### src/rtl/lbm_pkg.sv
// Package: shared constants for the line interface built-in test monitor.
// Assumes three monitored streams in the fixed order below.
package lbm_pkg;
    localparam int NUM_STREAMS = 3;

    // Index of each monitored stream inside the fail vector.
    typedef enum logic [1:0] {
        STRM_TX_IN   = 2'd0,
        STRM_TX_LINE = 2'd1,
        STRM_RX_OUT  = 2'd2
    } stream_e;

    // Width needed to hold a saturating idle count of limit+1.
    function automatic int idle_cnt_width(input int limit);
        return $clog2(limit + 2);
    endfunction
endpackage

### src/rtl/lbm_sync.sv
// Module: two-flop synchroniser with a selectable reset level.
// Assumes the input is asynchronous to clk and the reset is synchronous and active low.
module lbm_sync #(
    parameter logic RST_VAL = 1'b0
) (
    input  logic clk,
    input  logic rst_n,
    input  logic d_in,
    output logic q_out
);
    logic stage1;
    logic stage2;

    // Shift the input through two flops.
    always_ff @(posedge clk) begin
        if (!rst_n) begin
            stage1 <= RST_VAL;
            stage2 <= RST_VAL;
        end else begin
            stage1 <= d_in;
            stage2 <= stage1;
        end
    end

    assign q_out = stage2;
endmodule

### src/rtl/lbm_activity_det.sv
// Module: transition-based activity detector for one bit stream.
// It synchronises the stream, flags an edge whenever the sample differs from the one before,
// and counts idle bit periods in a saturating counter. The fail flag is high while the
// count exceeds IDLE_LIMIT. Assumes one sample per clock.
module lbm_activity_det #(
    parameter int IDLE_LIMIT = 100
) (
    input  logic clk,
    input  logic rst_n,
    input  logic bit_in,
    output logic edge_seen,
    output logic fail
);
    import lbm_pkg::*;

    localparam int CW = idle_cnt_width(IDLE_LIMIT);
    localparam logic [CW-1:0] SAT_VAL = CW'(IDLE_LIMIT + 1);

    logic          bit_sync;
    logic          bit_prev;
    logic [CW-1:0] idle_cnt;

    lbm_sync #(.RST_VAL(1'b0)) u_sync (
        .clk   (clk),
        .rst_n (rst_n),
        .d_in  (bit_in),
        .q_out (bit_sync)
    );

    // Hold the previous synchronised sample for edge detection.
    always_ff @(posedge clk) begin
        if (!rst_n) bit_prev <= 1'b0;
        else        bit_prev <= bit_sync;
    end

    assign edge_seen = bit_sync ^ bit_prev;

    // Count idle periods, clear on an edge, saturate one past the limit.
    always_ff @(posedge clk) begin
        if (!rst_n)                idle_cnt <= '0;
        else if (edge_seen)        idle_cnt <= '0;
        else if (idle_cnt != SAT_VAL) idle_cnt <= idle_cnt + 1'b1;
    end

    assign fail = (idle_cnt == SAT_VAL);
endmodule

### src/rtl/lbm_rx_select.sv
// Module: receive output selector with loopback and forced-low enable.
// Purely combinational. Assumes the negative leg is the complement of the positive leg.
module lbm_rx_select (
    input  logic tx_data,
    input  logic rx_eq_data,
    input  logic loop_en,
    input  logic rx_oe,
    output logic rx_out_p,
    output logic rx_out_n
);
    logic chosen;

    // Pick the data source, then apply the enable.
    always_comb begin
        chosen   = loop_en ? tx_data : rx_eq_data;
        rx_out_p = rx_oe & chosen;
        rx_out_n = ~rx_out_p;
    end
endmodule

### src/rtl/lbm_status.sv
// Module: combines stream fail flags with the loss condition into a registered status pair.
// Assumes los_ok is already synchronised and is 1 when the signal is present.
module lbm_status #(
    parameter int N = 3
) (
    input  logic         clk,
    input  logic         rst_n,
    input  logic [N-1:0] fail_vec,
    input  logic         los_ok,
    output logic         status_p,
    output logic         status_n
);
    logic fault;

    // OR all fault terms; the loss term is made active high here.
    assign fault = (|fail_vec) | ~los_ok;

    // Register the status pair so that it cannot glitch.
    always_ff @(posedge clk) begin
        if (!rst_n) begin
            status_p <= 1'b1;
            status_n <= 1'b0;
        end else begin
            status_p <= ~fault;
            status_n <= fault;
        end
    end
endmodule

### src/rtl/line_bist_monitor.sv
// Module: top of the line interface built-in test monitor for one channel.
// It instantiates one activity detector per monitored stream, synchronises the loss
// flag, forms the status pair and holds the receive selector.
// Assumes all inputs are sampled at the bit rate and the reset is synchronous and active low.
module line_bist_monitor #(
    parameter int IDLE_LIMIT = 100
) (
    input  logic clk,
    input  logic rst_n,
    input  logic mon_tx_in,
    input  logic mon_tx_line,
    input  logic mon_rx_out,
    input  logic los_n,
    input  logic tx_data,
    input  logic rx_eq_data,
    input  logic loop_en,
    input  logic rx_oe,
    output logic rx_out_p,
    output logic rx_out_n,
    output logic status_p,
    output logic status_n
);
    import lbm_pkg::*;

    logic [NUM_STREAMS-1:0] mon_vec;
    logic [NUM_STREAMS-1:0] edge_vec;
    logic [NUM_STREAMS-1:0] fail_vec;
    logic                   los_sync;

    // Gather the monitored streams into a vector in stream_e order.
    always_comb begin
        mon_vec               = '0;
        mon_vec[STRM_TX_IN]   = mon_tx_in;
        mon_vec[STRM_TX_LINE] = mon_tx_line;
        mon_vec[STRM_RX_OUT]  = mon_rx_out;
    end

    for (genvar g = 0; g < NUM_STREAMS; g++) begin : g_det
        lbm_activity_det #(.IDLE_LIMIT(IDLE_LIMIT)) u_det (
            .clk       (clk),
            .rst_n     (rst_n),
            .bit_in    (mon_vec[g]),
            .edge_seen (edge_vec[g]),
            .fail      (fail_vec[g])
        );
    end

    lbm_sync #(.RST_VAL(1'b1)) u_los_sync (
        .clk   (clk),
        .rst_n (rst_n),
        .d_in  (los_n),
        .q_out (los_sync)
    );

    lbm_status #(.N(NUM_STREAMS)) u_status (
        .clk      (clk),
        .rst_n    (rst_n),
        .fail_vec (fail_vec),
        .los_ok   (los_sync),
        .status_p (status_p),
        .status_n (status_n)
    );

    lbm_rx_select u_rx_sel (
        .tx_data    (tx_data),
        .rx_eq_data (rx_eq_data),
        .loop_en    (loop_en),
        .rx_oe      (rx_oe),
        .rx_out_p   (rx_out_p),
        .rx_out_n   (rx_out_n)
    );
endmodule

### config.mk
export PLATFORM = sky130hd
export DESIGN_NAME = line_bist_monitor
export DESIGN_NICKNAME = d
export VERILOG_FILES = /design/src/rtl/lbm_pkg.sv /design/src/rtl/lbm_sync.sv /design/src/rtl/lbm_activity_det.sv /design/src/rtl/lbm_rx_select.sv /design/src/rtl/lbm_status.sv /design/src/rtl/line_bist_monitor.sv
export SDC_FILE = /design/constraint.sdc
export NUM_CORES = 1
export LEC_CHECK = 0
export BUFFER_PORTS_ARGS = -buffer_cell sky130_fd_sc_hd__buf_2
export CAP_MARGIN = 40
export CORE_ASPECT_RATIO = 1.75
export CORE_MARGIN = 2
export CORE_UTILIZATION = 27
export DETAILED_ROUTE_END_ITERATION = 6
export GPL_TIMING_DRIVEN = 0
export SYNTH_ARGS = -nofsm -noshare
export SYNTH_HDL_FRONTEND = slang
export SYNTH_SLANG_ARGS = --single-unit
### constraint.sdc
create_clock -name clk -period 2.15 [get_ports clk]
set_clock_uncertainty 0.1 [all_clocks]
set_input_delay 0.215 -clock clk [delete_from_list [all_inputs] [get_ports clk]]
set_output_delay 0.215 -clock clk [all_outputs]
set_load 0.02 [all_outputs]
==> flow_summary.ini <==
[timing]
hold_slack_ps = 15.8
worst_slew_margin_rel_pct = 79.0
setup_viol = 0
final_hold_viol_count = 0
worst_pin_slew_ps = 311
tns_ps = 0
drv_slew = 0
rsz0062_at_grt = no
timing.final.crit_share_pct = 71.2
fmax_ghz = 0.654
fin_crit_ps = 1530

[hold_path]
min_path_type = in -> reg
worstHoldStart = los_n

[drt]
via_per_inst = 4.85
antenna_left = 0
first_pass_iters = 4
num_vias = 1057
wl_per_cell_um = 10.8
drc = 0
drt_wl_total_um = 2360
drtIter0Drc = 4

[cts]
clockBufferDepth = 2
cts_tree = done
cts_buffers = 5
worst_skew_pair.late_latency_ps = 280
holdBufCountCts = 0
root_buffer = clkbuf_8
cts_setup_buffers = 0
cts.clk_slew.worst_paths_ps = 70
cts.sinks = 34
ctsResizeCount = 0
htreeDepth = 2

[finish]
fillCellCount = 524
mostFrequentLayoutCells = dfxtp_1 (34), nor3_1 (13), buf_2 (13)
num-nets-final = 179
layout_commonest_cell = dfxtp_1
area_growth_pct = 17.3
seq_area_um2 = 681
multi_input_area_um2 = 698
layout-drive-gt1-share_pct = 16.5
num_antenna_cells = 0

[synth]
synth_cells = 143
yosysUniqueCellTypes = 25
yosys_warnings = 0
syn-cell-area_mm2 = 0.00140
synth_fp_nets = 159
synth_area_per_cell_um2 = 9.80
yosysSeqAreaShare_pct = 48.6
synth-seq-cells = 34

[global_routing]
grt_pass1_vias = 1005
track_usage_pct = 9.44
grt_pass1_wl_um = 4110
grt_max_degree = 11
antenna_found_initial = 0
overflow = 0

[worst_setup_path]
path_class = reg -> reg
crit_required_ps = 2220
crit_path_end_kind = flip-flop
critPathMaxStageDelay_ps = 410
path_cells = inv_1 > ha_1 > nand2_1 > nor2_1 > o41a_1
startpoint = g_det[0].u_det.idle_cnt[1]
critPathMaxFanout = 5
r2r-start = g_det[0].u_det.idle_cnt[1]
start_kind = flip-flop
cp_slowest_cell = o41a_1
cp.arrival_ps = 1600

[pwr]
combPwrFrac_pct = 6.2
internal_power_mw = 1.02
power.total_mw = 1.30
ir_drop_v = 0.000440
seqPwrFrac_pct = 51.8
leakage_nw = 0.578
p_switching_mw = 0.282
p_clk_share_pct = 42.0
p_sw_share_pct = 21.7
cellPowerDensity_mw_per_mm2 = 790

[flow_run]
cap_viol_max_count = 0

[placement]
globalplace.congestion = 0.728
port_buffers = 13
post-dp-hpwl_um = 1750

[floorplanning]
die_x_um = 58.5
die_h_um = 99.3
rows = 34
die_area_mm2 = 0.00581
core_area_mm2 = 0.00498
ios = 14
start_util_pct = 28.2

[status]
status = finished clean
layout make-up:
type	count	area share (%)
timing repair buffer	13	3.96
multi-input combinational	103	42.5
inverter	5	1.14
sequential	34	41.4
buffer	1	0.228
clock buffer	8	6.70
tap	54	4.11
cell families (layout without fill, tap and decap cells):
group                    Yosys count  in the layout  synth area share (%)
AND/OR/NAND/NOR                   61             61                  25.4
multiplexers                       1              1                 0.804
adder cells (fa/ha/maj)            6              6                  5.36
AO/OA/AOI/OAI                     23             23                  10.7
XOR/XNOR                          12             12                  7.50
flip-flops                        34             34                  48.6
buffers and inverters              6             27                  1.61
critical path, delay by kind of cell (launching register included):
kind                     cells  cell delay [ps]
buffers and inverters        1               60
AO/OA/AOI/OAI                1              410
adder cells (fa/ha/maj)      1              170
AND/OR/NAND/NOR              2              260
flip-flops                   1              400
power groups by stage:
stage | sequential (mW) | combinational (mW) | clock [mW]
after floorplan | 0.685 | 0.0588 | 0
after global placement | 0.687 | 0.0806 | 0
after detailed placement | 0.688 | 0.0827 | 0
after CTS | 0.673 | 0.0828 | 0.568
after global routing | 0.677 | 0.0911 | 0.600
final | 0.673 | 0.0807 | 0.545
per-stage QoR:
| step | area [um2] | std cells | setup slack [ps] | utilization (%) |
|---|---|---|---|---|
| final | 1640 | 218 | 620 | 33.0 |
| after CTS | 1640 | 218 | 639 | 33.0 |
| after global placement | 1530 | 210 | 661 | 30.8 |
| after global routing | 1640 | 218 | 542 | 33.0 |
| after detailed placement | 1530 | 210 | 651 | 30.8 |
| after floorplan | 1400 | 143 | 775 | - |
registers in the layout (all words and copies together), names as in the netlist:
register                   cells
g_det.u_det.u_sync.q_out       3
g_det.u_det.idle_cnt          21
u_los_sync.q_out               1
u_status.status_p              1
u_los_sync.stage1              1
g_det.u_det.bit_prev           3
g_det.u_det.u_sync.stage1      3
u_status.status_n              1
final timing paths:
path / cells after the start / slack, ps / endpoint
max reg2reg: 5 / 620 / u_status.status_n
min reg2reg: 1 / 310 / u_los_sync.q_out
min: 2 / 20 / u_los_sync.stage1
max: 5 / 620 / u_status.status_n
per-layer routing:
layer / wire (um) / up-vias / track usage (%)
met3: 105 / 7 / 3.12
met1: 946 / 493 / 9.08
li1: - / 537 / -
met4: 90 / 0 / 6.98
met2: 1220 / 20 / 16.1
met5: 0 / - / 0
synth_stat cells:
| master | count | area, um2 |
|---|---|---|
| dfxtp_1 | 34 | 681 |
| nor3_1 | 13 | 65.1 |
| nand2_1 | 12 | 45.0 |
| a21oi_1 | 9 | 45.0 |
| and2_1 | 9 | 56.3 |
| nand3_1 | 8 | 40.0 |
| o21ai_0 | 8 | 40.0 |
| ha_1 | 6 | 75.1 |
| or3_1 | 6 | 37.5 |
| xnor2_1 | 6 | 52.6 |
| xor2_1 | 6 | 52.6 |
| inv_1 | 5 | 18.8 |
| a211oi_2 | 3 | 37.5 |
| nor2_1 | 3 | 11.3 |
| or2_1 | 3 | 18.8 |
| nand2b_1 | 2 | 12.5 |
| nor3b_1 | 2 | 15.0 |
| clkbuf_1 | 1 | 3.75 |
| mux2_2 | 1 | 11.3 |
| nand4bb_1 | 1 | 11.3 |
| nand4bb_2 | 1 | 16.3 |
| nand4bb_4 | 1 | 27.5 |
| o21a_1 | 1 | 7.51 |
| o41a_1 | 1 | 11.3 |
| o41ai_1 | 1 | 8.76 |
Power figures use the tool's default switching activity.
